File: src/rtl/dmac_regbank_pkg.sv
package dmac_regbank_pkg;
   localparam int unsigned ADDR_W = 12;
   localparam int unsigned NMAPS  = 5;

   localparam logic [ADDR_W-1:0] OFS_STATUS = 12'h000;
   localparam logic [ADDR_W-1:0] OFS_CONFIG = 12'h004;
   localparam logic [ADDR_W-1:0] OFS_BASE   = 12'h008;
   localparam logic [ADDR_W-1:0] OFS_ALT    = 12'h00C;
   localparam logic [ADDR_W-1:0] OFS_WAIT   = 12'h010;
   localparam logic [ADDR_W-1:0] OFS_SWREQ  = 12'h014;
   localparam logic [ADDR_W-1:0] OFS_MAP0   = 12'h018;
   localparam logic [ADDR_W-1:0] OFS_ERROR  = 12'h04C;
   localparam logic [ADDR_W-1:0] OFS_DONE   = 12'h504;
   localparam logic [ADDR_W-1:0] OFS_DMASK  = 12'h520;

   // map index order: burst, mask, enable, alternate, priority
   function automatic logic [ADDR_W-1:0] set_ofs(input int unsigned k);
      return OFS_MAP0 + ADDR_W'(8 * k);
   endfunction

   function automatic logic [ADDR_W-1:0] clr_ofs(input int unsigned k);
      return OFS_MAP0 + ADDR_W'(8 * k + 4);
   endfunction
endpackage

File: src/rtl/dmac_setclr_map.sv
module dmac_setclr_map #(
   parameter int unsigned WIDTH = 8
) (
   input  logic             clk,
   input  logic             rst_n,
   input  logic             set_we,
   input  logic             clr_we,
   input  logic [WIDTH-1:0] wbits,
   output logic [WIDTH-1:0] q
);
   always_ff @(posedge clk or negedge rst_n) begin
      if (!rst_n)      q <= '0;
      else if (set_we) q <= q | wbits;
      else if (clr_we) q <= q & ~wbits;
   end

   assert_set_bits_R2: assert property (@(posedge clk) disable iff (!rst_n)
      set_we |=> ((q & $past(wbits)) == $past(wbits)));
   assert_clr_bits_R3: assert property (@(posedge clk) disable iff (!rst_n)
      (clr_we && !set_we) |=> ((q & $past(wbits)) == '0));
   assert_hold_R2: assert property (@(posedge clk) disable iff (!rst_n)
      (!set_we && !clr_we) |=> $stable(q));
endmodule

File: src/rtl/dmac_sticky_w1c.sv
module dmac_sticky_w1c #(
   parameter int unsigned WIDTH = 8
) (
   input  logic             clk,
   input  logic             rst_n,
   input  logic [WIDTH-1:0] hw_set,
   input  logic             clr_we,
   input  logic [WIDTH-1:0] clr_bits,
   output logic [WIDTH-1:0] q
);
   logic [WIDTH-1:0] clr_eff;
   assign clr_eff = clr_we ? clr_bits : '0;

   // hardware set takes precedence over a same-cycle software clear
   always_ff @(posedge clk or negedge rst_n) begin
      if (!rst_n) q <= '0;
      else        q <= (q & ~clr_eff) | hw_set;
   end

   assert_hw_set_wins_R8: assert property (@(posedge clk) disable iff (!rst_n)
      (hw_set != '0) |=> ((q & $past(hw_set)) == $past(hw_set)));
   assert_sticky_R9: assert property (@(posedge clk) disable iff (!rst_n)
      (!clr_we && hw_set == '0) |=> $stable(q));
endmodule

File: src/rtl/dmac_regbank.sv
module dmac_regbank
   import dmac_regbank_pkg::*;
#(
   parameter int unsigned NCH        = 8,
   parameter int unsigned DW         = 32,
   parameter int unsigned DESC_BYTES = 16,
   parameter int unsigned BASE_LSB   = 8,
   parameter int unsigned STATE_W    = 4
) (
   input  logic              clk,
   input  logic              rst_n,
   input  logic              bus_wr,
   input  logic              bus_rd,
   input  logic [ADDR_W-1:0] bus_addr,
   input  logic [DW-1:0]     bus_wdata,
   output logic [DW-1:0]     bus_rdata,
   input  logic [STATE_W-1:0] seq_state,
   input  logic [NCH-1:0]    wait_req,
   input  logic [NCH-1:0]    done_set,
   input  logic              err_set,
   output logic              master_en,
   output logic [2:0]        prot_ctrl,
   output logic [DW-1:0]     base_pri,
   output logic [DW-1:0]     base_alt,
   output logic [NCH-1:0]    burst_only,
   output logic [NCH-1:0]    req_mask,
   output logic [NCH-1:0]    chan_en,
   output logic [NCH-1:0]    alt_sel,
   output logic [NCH-1:0]    hi_prio,
   output logic [NCH-1:0]    done_mask,
   output logic [NCH-1:0]    done_flags,
   output logic              err_flag,
   output logic [NCH-1:0]    sw_req
);
   localparam int unsigned CNT_W    = 5;
   localparam int unsigned ALT_SPAN = NCH * DESC_BYTES;
   localparam int unsigned BASE_W   = DW - BASE_LSB;

   if (NCH < 1 || NCH > 32) begin : g_bad_nch
      $error("NCH must lie in 1..32");
   end
   if (DW != 32) begin : g_bad_dw
      $error("DW must be 32");
   end
   if ((DESC_BYTES & (DESC_BYTES - 1)) != 0) begin : g_bad_desc
      $error("DESC_BYTES must be a power of two");
   end
   if (ALT_SPAN > (1 << BASE_LSB)) begin : g_bad_span
      $error("alternate span exceeds base alignment");
   end

   logic [NCH-1:0] chan_bits;
   assign chan_bits = bus_wdata[NCH-1:0];

   // ---------------- set/clear bitmaps ----------------
   logic [NMAPS-1:0][NCH-1:0] map_q;

   for (genvar k = 0; k < NMAPS; k++) begin : g_map
      logic set_hit, clr_hit;
      assign set_hit = bus_wr && (bus_addr == set_ofs(k));
      assign clr_hit = bus_wr && (bus_addr == clr_ofs(k));
      dmac_setclr_map #(.WIDTH(NCH)) u_map (
         .clk    (clk),
         .rst_n  (rst_n),
         .set_we (set_hit),
         .clr_we (clr_hit),
         .wbits  (chan_bits),
         .q      (map_q[k])
      );
   end

   assign burst_only = map_q[0];
   assign req_mask   = map_q[1];
   assign chan_en    = map_q[2];
   assign alt_sel    = map_q[3];
   assign hi_prio    = map_q[4];

   // ---------------- sticky flags ----------------
   logic done_clr_we, err_clr_we;
   assign done_clr_we = bus_wr && (bus_addr == OFS_DONE);
   assign err_clr_we  = bus_wr && (bus_addr == OFS_ERROR);

   dmac_sticky_w1c #(.WIDTH(NCH)) u_done (
      .clk      (clk),
      .rst_n    (rst_n),
      .hw_set   (done_set),
      .clr_we   (done_clr_we),
      .clr_bits (chan_bits),
      .q        (done_flags)
   );

   dmac_sticky_w1c #(.WIDTH(1)) u_err (
      .clk      (clk),
      .rst_n    (rst_n),
      .hw_set   (err_set),
      .clr_we   (err_clr_we),
      .clr_bits (bus_wdata[0]),
      .q        (err_flag)
   );

   // ---------------- plain registers ----------------
   logic [BASE_W-1:0] base_hi;

   always_ff @(posedge clk or negedge rst_n) begin
      if (!rst_n) begin
         master_en <= 1'b0;
         prot_ctrl <= '0;
         base_hi   <= '0;
         done_mask <= '0;
         sw_req    <= '0;
      end else begin
         sw_req <= '0;
         if (bus_wr) begin
            unique case (bus_addr)
               OFS_CONFIG: begin
                  master_en <= bus_wdata[0];
                  prot_ctrl <= bus_wdata[7:5];
               end
               OFS_BASE:  base_hi   <= bus_wdata[DW-1:BASE_LSB];
               OFS_DMASK: done_mask <= chan_bits;
               OFS_SWREQ: sw_req    <= chan_bits;
               default: ;
            endcase
         end
      end
   end

   assign base_pri = {base_hi, {BASE_LSB{1'b0}}};
   assign base_alt = base_pri + DW'(ALT_SPAN);

   // ---------------- read mux ----------------
   logic [DW-1:0] rd_word;

   always_comb begin
      rd_word = '0;
      case (bus_addr)
         OFS_STATUS: begin
            rd_word[16 +: CNT_W]   = CNT_W'(NCH - 1);
            rd_word[4 +: STATE_W]  = seq_state;
            rd_word[0]             = master_en;
         end
         OFS_CONFIG: begin
            rd_word[7:5] = prot_ctrl;
            rd_word[0]   = master_en;
         end
         OFS_BASE:  rd_word = base_pri;
         OFS_ALT:   rd_word = base_alt;
         OFS_WAIT:  rd_word[NCH-1:0] = wait_req;
         OFS_ERROR: rd_word[0] = err_flag;
         OFS_DONE:  rd_word[NCH-1:0] = done_flags;
         OFS_DMASK: rd_word[NCH-1:0] = done_mask;
         default: begin
            for (int k = 0; k < NMAPS; k++) begin
               if (bus_addr == set_ofs(k)) rd_word[NCH-1:0] = map_q[k];
            end
         end
      endcase
   end

   assign bus_rdata = bus_rd ? rd_word : '0;

   assert_swreq_source_R10: assert property (@(posedge clk) disable iff (!rst_n)
      (sw_req != '0) |-> $past(bus_wr && bus_addr == OFS_SWREQ));
   assert_swreq_pulse_R10: assert property (@(posedge clk) disable iff (!rst_n)
      (sw_req != '0 && !(bus_wr && bus_addr == OFS_SWREQ)) |=> (sw_req == '0));
   assert_alt_readonly_R7: assert property (@(posedge clk) disable iff (!rst_n)
      (bus_wr && bus_addr == OFS_ALT) |=> $stable(base_alt));
endmodule

File: config.mk
export PLATFORM = sky130hd
export DESIGN_NAME = dmac_regbank
export DESIGN_NICKNAME = d
export VERILOG_FILES = /design/src/rtl/dmac_regbank_pkg.sv /design/src/rtl/dmac_setclr_map.sv /design/src/rtl/dmac_sticky_w1c.sv /design/src/rtl/dmac_regbank.sv
export SDC_FILE = /design/constraint.sdc
export NUM_CORES = 1
export LEC_CHECK = 0
export BUFFER_PORTS_ARGS = -buffer_cell sky130_fd_sc_hd__buf_2
export CAP_MARGIN = 10
export CORE_ASPECT_RATIO = 1.25
export CORE_MARGIN = 1.5
export CORE_UTILIZATION = 48
export DETAILED_ROUTE_END_ITERATION = 10
export PLACE_DENSITY_LB_ADDON = 0.25
export SYNTH_ARGS = -nofsm -noshare
export SYNTH_HDL_FRONTEND = slang
export SYNTH_SLANG_ARGS = --single-unit
File: constraint.sdc
create_clock -name clk -period 2.25 [get_ports clk]
set_input_delay 0 -clock clk [delete_from_list [all_inputs] [get_ports clk]]
set_output_delay 0 -clock clk [all_outputs]
set_load 0.01 [all_outputs]
After elaboration in Yosys (flattened, before gate mapping)
Cells that the tools add are included.
{"block": "word_totals", "reg_bits": 93, "in_bits": 69, "out_inout_bits": 165, "elab_cells": 100}
{"block": "op_classes", "addsub": 1, "eq_ne": 18, "n_mux": 27, "bitwise": 17, "reduce_logical": 25}
{"op": "2-to-1 mux 8 bit", "count": 18}
{"op": "== test 12 x 6 -> 1 bit, second input constant", "count": 8}
{"op": "AND 8 bit", "count": 6}
{"op": "== test 12 x 5 -> 1 bit, second input constant", "count": 4}
{"op": "bitwise OR 8 bit", "count": 6}
{"op": "adder 32 x 8 -> 32 bit, second input constant", "count": 1}
{"op": "2-to-1 mux 32 bit", "count": 1}
{"op": "== test 12 x 11 -> 1 bit, second input constant", "count": 2}
{"op": "== test 12 x 4 -> 1 bit, second input constant", "count": 2}
{"op": "one-hot mux 11 bit (2 select lines)", "count": 1}
{"op": "one-hot mux 3 bit (7 select lines)", "count": 1}
{"op": "inverter 8 bit", "count": 2}
{"op": "one-hot mux 8 bit (2 select lines)", "count": 1}
{"op": "one-hot mux 3 bit (5 select lines)", "count": 1}
{"op": "one-hot mux 5 bit (3 select lines)", "count": 1}
{"op": "== test 12 x 3 -> 1 bit, second input constant", "count": 1}
{"op": "== test 12 x 7 -> 1 bit, second input constant", "count": 1}
{"op": "logical AND 1 bit", "count": 12}
{"op": "logical NOT 12 bit", "count": 1}
{"op": "nonzero test 2 bit", "count": 5}
{"op": "one-hot mux 1 bit (7 select lines)", "count": 1}
{"op": "one-hot mux 1 bit (6 select lines)", "count": 1}
{"op": "AND reduction 2 bit", "count": 3}
{"op": "OR reduction 2 bit", "count": 2}
{"op": "other kinds (6)", "count": 6}

Longest topological paths before layout
Gate-level depths: netlist of the first run.
{"block": "depth", "word_depth": 8, "ltp_mapped": 8, "depth_no_buf": 5}

Cells and area by module
From an unflattened synthesis of the first run, not the netlist that was laid out.
{"block": "hier_totals", "hier_cells": 482, "area_unflattened_um2": 5168.7}
{"mod": "dmac_regbank", "n_inst": 1, "cells_per_inst": 324, "area_each_um2": 3270.6, "seq_area_each_um2": 1101.1}
{"mod": "dmac_setclr_map", "n_inst": 5, "cells_per_inst": 26, "area_each_um2": 312.8, "seq_area_each_um2": 200.2}
{"mod": "dmac_sticky_w1c at u_done", "n_inst": 1, "cells_per_inst": 25, "area_each_um2": 297.8, "seq_area_each_um2": 200.2}
{"mod": "dmac_sticky_w1c at u_err", "n_inst": 1, "cells_per_inst": 3, "area_each_um2": 36.3, "seq_area_each_um2": 25.0}

Worst setup path before layout of the first run
OpenSTA, ideal clock, no wires.
{"block": "synth_path", "path_type": "input port to flip-flop", "start": "in bus_addr[9]", "end": "reg (tool-made name)", "setup_time_ns": 0.121, "arrival_ns": 1.674, "t_required_ns": 2.129, "setup_slack_ns": 0.455, "stages": 6, "n_path_buf": 1, "path_cell_list": "or4_4 -> buf_6 -> or4_4 -> nor2_4 -> nand2_1 -> a22o_1"}
{"element": "from (decl)", "line": "dmac_regbank.sv:14", "source": "input logic [ADDR_W-1:0] bus_addr,"}

Worst setup path after layout of the first run
{"block": "layout_path", "start": "in bus_addr[2]", "end": "out bus_rdata[7]"}
{"block": "layout_between", "elab_chain_cells": 8, "elab_cells_between_ends": 21, "cone_classes": "eq/ne (12); mux (7); reduce/logical (2)"}
{"element": "== test 12 x 5 -> 1 bit", "line": "dmac_regbank.sv:154", "source": "if (bus_addr == set_ofs(k)) rd_word[NCH-1:0] = map_q[k];"}
{"element": "2-to-1 mux 8 bit (5 in a row)", "line": "dmac_regbank.sv:154"}
{"element": "one-hot mux 3 bit (7 select lines) *", "line": "dmac_regbank.sv:136", "source": "case (bus_addr)"}
{"element": "2-to-1 mux 32 bit *", "line": "dmac_regbank.sv:160", "source": "assign bus_rdata = bus_rd ? rd_word : '0;"}
{"element": "to (decl)", "line": "dmac_regbank.sv:16", "source": "output logic [DW-1:0] bus_rdata,"}
Every way passes the cells marked *; elsewhere a longest branch is shown, timed or not.

==> reports/results.ini, run 1 <==
[placed_design]
dp_hpwl_mm = 12.61
numPortBuffers = 217
place.gp.congestion = 0.8907
dp_cells = 811

[sta]
fin_crit_sh = 0.9763
rsz0062_at_grt = no
final_max_slew_viol_count = 0
period_minus_slack_ps = 2197
hold_viol = 0
fin_worst_skew_ps = 0
slew_headroom = 0.4841
max_freq_mhz = 455.2
tns_ps = 0
setup_viol = 0
tightestPinTransition_ps = 771.9

[yosys]
yosysWarnings = 0
ys_types = 52
synthTopCellsByArea = dfrtp_1 46%, mux2_2 9.3%, buf_4 5.9%
async_flop_share = 1.000
synth_top_area_frac = 0.4555
syn_avg_cell_area_um2 = 10.28
synth_edf_count = 0
synth_area_um2 = 5109
seq_area_frac_synth = 0.4555
synthFlopType = dfrtp_1
synth_seq_cells = 93
synth_top_cell_by_area = dfrtp_1
syn_inst = 497

[clock_tree]
cts_buffers = 9
clk_pin_slew_ps = 70
insertion_delay_ps = 350
clockBufferDepth = 2
cts_num_sinks = 93
cts-root-buf = clkbuf_16
post_cts_buffers = 0
tritoncts = done
htree_levels = 3

[global_routing]
grt_use_total = 0.2976
grt_pass1_vias = 4719
grt_pass1_wl_mm = 25.10
grt_max_degree = 52
grt_antenna_before_repair = 2
overflow = 0

[setup_path]
cpPeakStageDelay_ps = 760
start_kind = input pin
timing.critical_path.from = bus_addr[2]
timing.reg2reg.setup_slack_ps = 1410
r2r_cells = 1
critPathMaxFanout = 12
path_cells = buf_2 > buf_4 > or4b_1 > nor2_1 > a32o_1 > o21ai_0 > a311oi_1 > buf_2
cp.required_ps = 2250
crit_family = simple AND/OR/NAND/NOR gates
cp.depth = 8
worstPathBufferInverterCount = 3
crit_type = in2out
endpoint_kind = output port
timing.rr.start = base_hi[1]
slowest_stage = or4b_1
critPathArrivalTime_ps = 2200
cp_common_cell = buf_2

[final_layout]
nets = 796
syn_to_final_growth_pct = 33.60
final_cells = 863
drive_gt1_frac = 0.4344

[floorplanning]
fp.dieW_um = 95.28
core_area_um2 = 10210
dieArea_um2 = 11270
rows = 41
fp.dieH_um = 118.3
io_pins = 234
initial_core_util = 0.5004

[detailed_routing]
route.detailed.drc = 0
ant_nets = 0
drt-initial-drc-count = 352
num_vias = 4819
routedWlPerCell_um = 19.33
routed_wl_mm = 16.69
routed_via_density = 5.584
drt-pass1-iter-count = 5

[min_path]
hp-class = in2reg
min_from = bus_wdata[2]
worstHoldPathCells = 2

[status]
status = finished, final reports clean

[power]
p_per_area_nw_per_um2 = 507.1
p_leak_nw = 3.636
peakVddDrop_mv = 0.3425

[flow_run]
maxCapViolations = 0

-- stage by stage --
| stage | instance area, µm² | setup WS, ps | hold slack [ps] | utilization | total power [mW] |
|---|---|---|---|---|---|
| 2_1_floorplan | 5161 | 454.8 | -295.6 | - | 1.828 |
| 4_1_cts | 6814 | 126.5 | 24.17 | 0.6675 | 3.487 |
| 3_3_place_gp | 6186 | 189.3 | 27.29 | 0.6060 | 1.954 |
| 6_report | 6825 | 53.30 | 37.64 | 0.6686 | 3.461 |
| 3_5_place_dp | 6186 | 130.5 | 31.89 | 0.6060 | 1.959 |
| 5_1_grt | 6823 | 8.988 | 44.28 | 0.6683 | 3.583 |
-- synthesized netlist by cell type (all sizes together), types with 2 or more instances --
cell / number
or4: 3
a32oi: 2
conb: 2
nand3: 15
a22o: 31
o2111ai: 2
nor2: 12
or2: 2
o311a: 2
a211oi: 2
a222oi: 2
mux2i: 8
inv: 11
or4b: 4
nor4: 9
and3: 4
a32o: 2
nor4b: 4
nand3b: 3
a22oi: 6
a21o: 9
a21oi: 11
buf: 48
a311oi: 5
mux2: 46
and4: 2
dfrtp: 93
o21ai: 14
nor3: 9
and2: 33
nand2: 67
clkbuf: 25
-- path summary, 6_finish.rpt --
kind / endpoint
max in group asynchronous: base_hi[21]
worst max-delay path: bus_rdata[7]
min in group asynchronous: asynchronous set/reset pin
worst max register to register: base_hi[1]
worst min register to register: u_done.q[1]
worst min-delay path: sw_req[2]
-- cell families (layout without fill, tap and decap cells) --
group,after synthesis,count (layout),synth area share
buf+inv,84,305,0.09429
simple gates,173,173,0.1959
mux,54,54,0.1171
other cells,2,18,0.001470
flops,93,93,0.4555
compound gates,91,91,0.1357
-- per-layer routing --
layer,global-route usage,wire [µm]
met1,0.3407,6091
met2,0.5226,8704
met3,0.05920,1335
met4,0.1297,554
met5,0,0
-- placed cells by master, fill, tap and decap left out, types with 3 or more instances in the layout --
master / Yosys / final
a311oi_1: 5 / 5
a22o_1: 31 / 31
clkbuf_16: 0 / 9
and2_1: 33 / 33
inv_1: 11 / 11
nand3_1: 15 / 15
a21o_1: 9 / 9
nor2_4: 3 / 3
mux2_1: 4 / 4
nand3b_1: 3 / 3
conb_1: 2 / 16
and3_1: 4 / 4
nor2_1: 9 / 9
nor3_1: 7 / 7
buf_4: 40 / 27
nand2_1: 67 / 67
o21ai_1: 3 / 3
nor4_1: 4 / 4
mux2_2: 42 / 42
buf_2: 7 / 216
or4b_1: 3 / 3
dfrtp_1: 93 / 93
dlygate4sd3_1: 0 / 34
mux2i_1: 8 / 8
o21ai_0: 11 / 11
a22oi_1: 6 / 6
nor4b_1: 3 / 3
a21oi_1: 11 / 11
inv_6: 0 / 4
nor4_2: 3 / 3
-- area by class of cell --
cell class                 count  area [µm²]
inverter                      11       41.29
timing repair buffer         278        1644
clock buffer                   9       225.2
fill                         850        3383
multi-input combinational    334        2359
sequential                    93        2327
clock inverter                 7       62.56
antenna                        2       5.005
tap                          129       161.4
-- what timing repair did --
| item | in CTS | in global routing |
|---|---|---|
| hold endpoints to repair | 75 | 0 |
| gates resized for setup | 0 | 1 |
| setup endpoints to repair | 0 | 1 |
| hold buffers | 34 | 0 |
-- power breakdown --
group          leakage [nW]  total, mW  switching [mW]  internal (mW)
Clock                 0.139       1.48           0.708          0.775
Sequential             1.21       1.68         0.00544           1.68
Combinational          2.29      0.297           0.177          0.121
Total                  3.64       3.46           0.890           2.57
Power figures use the tool's default switching activity.
==> run 2: changes to the inputs <==
Settings changed: PLACE_DENSITY set to 0.91, PLACE_DENSITY_LB_ADDON 0.25 to unset.
==> run 2 against run 1 <==
Net effect: setup slack improved by 39 ps; design area is essentially flat; first-iteration DRC count up 2.8%; sequential power is essentially flat; die area stayed put; count of clock-buffer cells in the layout grew 5; routed wire length increased by 4.3%; worst hold slack gained 15 ps; global-route usage increased by 1.4 points; critical path depth down 1; core utilization is essentially flat; critical path type unchanged; critical endpoint is now bus_rdata[3].
==> reports/results.ini, run 2 (synthesis gave the netlist of run 1 again) <==
[placed_design]
dp_cells = 811  ; unchanged
place.gp.congestion = 0.9575  ; +7.5%
numPortBuffers = 217  ; unchanged
dp_hpwl_mm = 13.02  ; +3.2%

[sta]
tns_ps = 0  ; unchanged
setup_viol = 0  ; unchanged
rsz0062_at_grt = no
slew_headroom = 0.5610  ; +0.07695
final_max_slew_viol_count = 0  ; unchanged
period_minus_slack_ps = 2158  ; -39.18 ps
fin_crit_sh = 0.9589  ; -0.01741
max_freq_mhz = 463.5  ; +1.8%
tightestPinTransition_ps = 658.5  ; -113.4 ps
fin_worst_skew_ps = 0  ; unchanged
hold_viol = 0  ; unchanged

[final_layout]
syn_to_final_growth_pct = 33.65  ; about the same
layout_common_cells = 216 x buf_2, 93 x dfrtp_1, 67 x nand2_1
nets = 796  ; unchanged
n_fill_cell = 828  ; -2.6%
drive_gt1_frac = 0.4331  ; -0.001366
final_cells = 862  ; -0.12%
final_common_cell = buf_2

[setup_path]
critPathArrivalTime_ps = 2160  ; -40 ps
slowest_stage = or4b_1
cp_common_cell = buf_2
critPathMaxFanout = 7  ; -5
start_kind = input pin
cp.depth = 7  ; -1
r2r_cells = 1  ; unchanged
path_cells = buf_2 > or4b_1 > nor3_2 > a22o_1 > o21ai_1 > a311oi_1 > buf_2
worstPathBufferInverterCount = 2  ; -1
endpoint_kind = output port
cp.required_ps = 2250  ; about the same
cpPeakStageDelay_ps = 750  ; about the same
crit_type = in2out
crit_family = simple AND/OR/NAND/NOR gates

[global_routing]
overflow = 0  ; unchanged
grt_pass1_vias = 4780  ; +1.3%
grt_antenna_before_repair = 1  ; -1
grt_pass1_wl_mm = 26.03  ; +3.7%
grt_max_degree = 49  ; -5.8%
grt_use_total = 0.3115  ; +0.01387

[detailed_routing]
routedWlPerCell_um = 20.19  ; +4.4%
routed_via_density = 5.669  ; +1.5%
drt-initial-drc-count = 362  ; +2.8%
ant_nets = 0  ; unchanged
routed_wl_mm = 17.41  ; +4.3%
route.detailed.drc = 0  ; unchanged
drt-pass1-iter-count = 5  ; unchanged
num_vias = 4887  ; +1.4%

[floorplanning]
core_area_um2 = 10210  ; unchanged
fp.dieW_um = 95.28  ; unchanged
dieArea_um2 = 11270  ; unchanged
rows = 41  ; unchanged
io_pins = 234  ; unchanged
fp.dieH_um = 118.3  ; unchanged
initial_core_util = 0.5004  ; unchanged

[power]
power.switching_mw = 0.8141  ; -8.5%
peakVddDrop_mv = 0.3675  ; +7.3%
p_seq_frac = 0.483  ; -0.003
p_leak_nw = 3.625  ; -0.29%
cell_internal_pwr_mw = 2.670  ; +3.8%
switching_share = 0.2337  ; -0.02340
clkPwrFrac = 0.430  ; +0.002
p_per_area_nw_per_um2 = 510.2  ; +0.61%
p_comb_frac = 0.087  ; about the same

[flow_run]
maxCapViolations = 0  ; unchanged

[clock_tree]
insertion_delay_ps = 330  ; -20 ps
tritoncts = done
clockBufferDepth = 2  ; unchanged
clk_pin_slew_ps = 60  ; about the same
htree_levels = 3  ; unchanged
cts_buffers = 9  ; unchanged
cts_num_sinks = 93  ; unchanged
cts.repair.resized = 0  ; unchanged
cts-root-buf = clkbuf_16

[min_path]
worstHoldPathCells = 2  ; unchanged
hp-class = in2reg

[status]
status = finished, final reports clean

[run 2: changes by cell type in the layout (fill, tap and decap cells not counted), sizes merged]
cell      delta
clkinv       -1
inv          -5
diode        -1
clkbuf       +5
clkinvlp     +1
[run 2: cell type report]
type	instances	area, µm²	area share
Sequential cell	93	2327	0.3408
Antenna cell	1	2.502	0.0003665
Timing Repair Buffer	278	1644	0.2408
Clock inverter	2	15.01	0.002199
Multi-Input combinational cell	334	2352	0.3445
Tap cell	129	161.4	0.02364
Clock buffer	14	284.0	0.04160
Inverter	11	41.29	0.006047
[run 2: path summary, 6_finish.rpt]
check	from	to	slack, ps
max	bus_addr[5]	bus_rdata[3]	90
min	bus_wdata[2]	sw_req[2]	50
max reg2reg	base_hi[20]	base_hi[20]	1410
min reg2reg	u_done.q[2]	u_done.q[2]	510
max in group asynchronous	rst_n	base_hi[2]	1330
min in group asynchronous	rst_n	asynchronous set/reset pin	230
[run 2: power groups by stage]
| stage | Combinational (mW) | Clock [mW] | Sequential [mW] |
|---|---|---|---|
| CTS | 0.297 | 1.52 | 1.68 |
| floorplan | 0.112 | 0 | 1.72 |
| global placement | 0.245 | 0 | 1.71 |
| detailed placement | 0.249 | 0 | 1.71 |
| global route | 0.325 | 1.59 | 1.68 |
| finish | 0.303 | 1.50 | 1.68 |
[run 2: through the flow]
stage	power, mW	util	area, µm²	hold WS [ps]	setup slack [ps]
floorplan	1.828	-	5161	-295.6	454.8
global placement	1.958	0.6060	6186	51.95	129.5
detailed placement	1.963	0.6060	6186	64.21	145.1
CTS	3.497	0.6686	6825	36.80	130.6
global route	3.594	0.6688	6828	58.56	22.42
finish	3.484	0.6688	6828	52.48	92.48
[run 2: repair_timing]
item / in CTS / in global routing
hold endpoints to repair: 80 / 0
buffers inserted: 0 / 0
hold buffers: 34 / 0
[run 2: per-layer routing]
layer	track usage	wire length (µm)
met4	0.1147	439
met3	0.05148	1279
met2	0.5669	9355
met5	0	0
met1	0.3540	6331
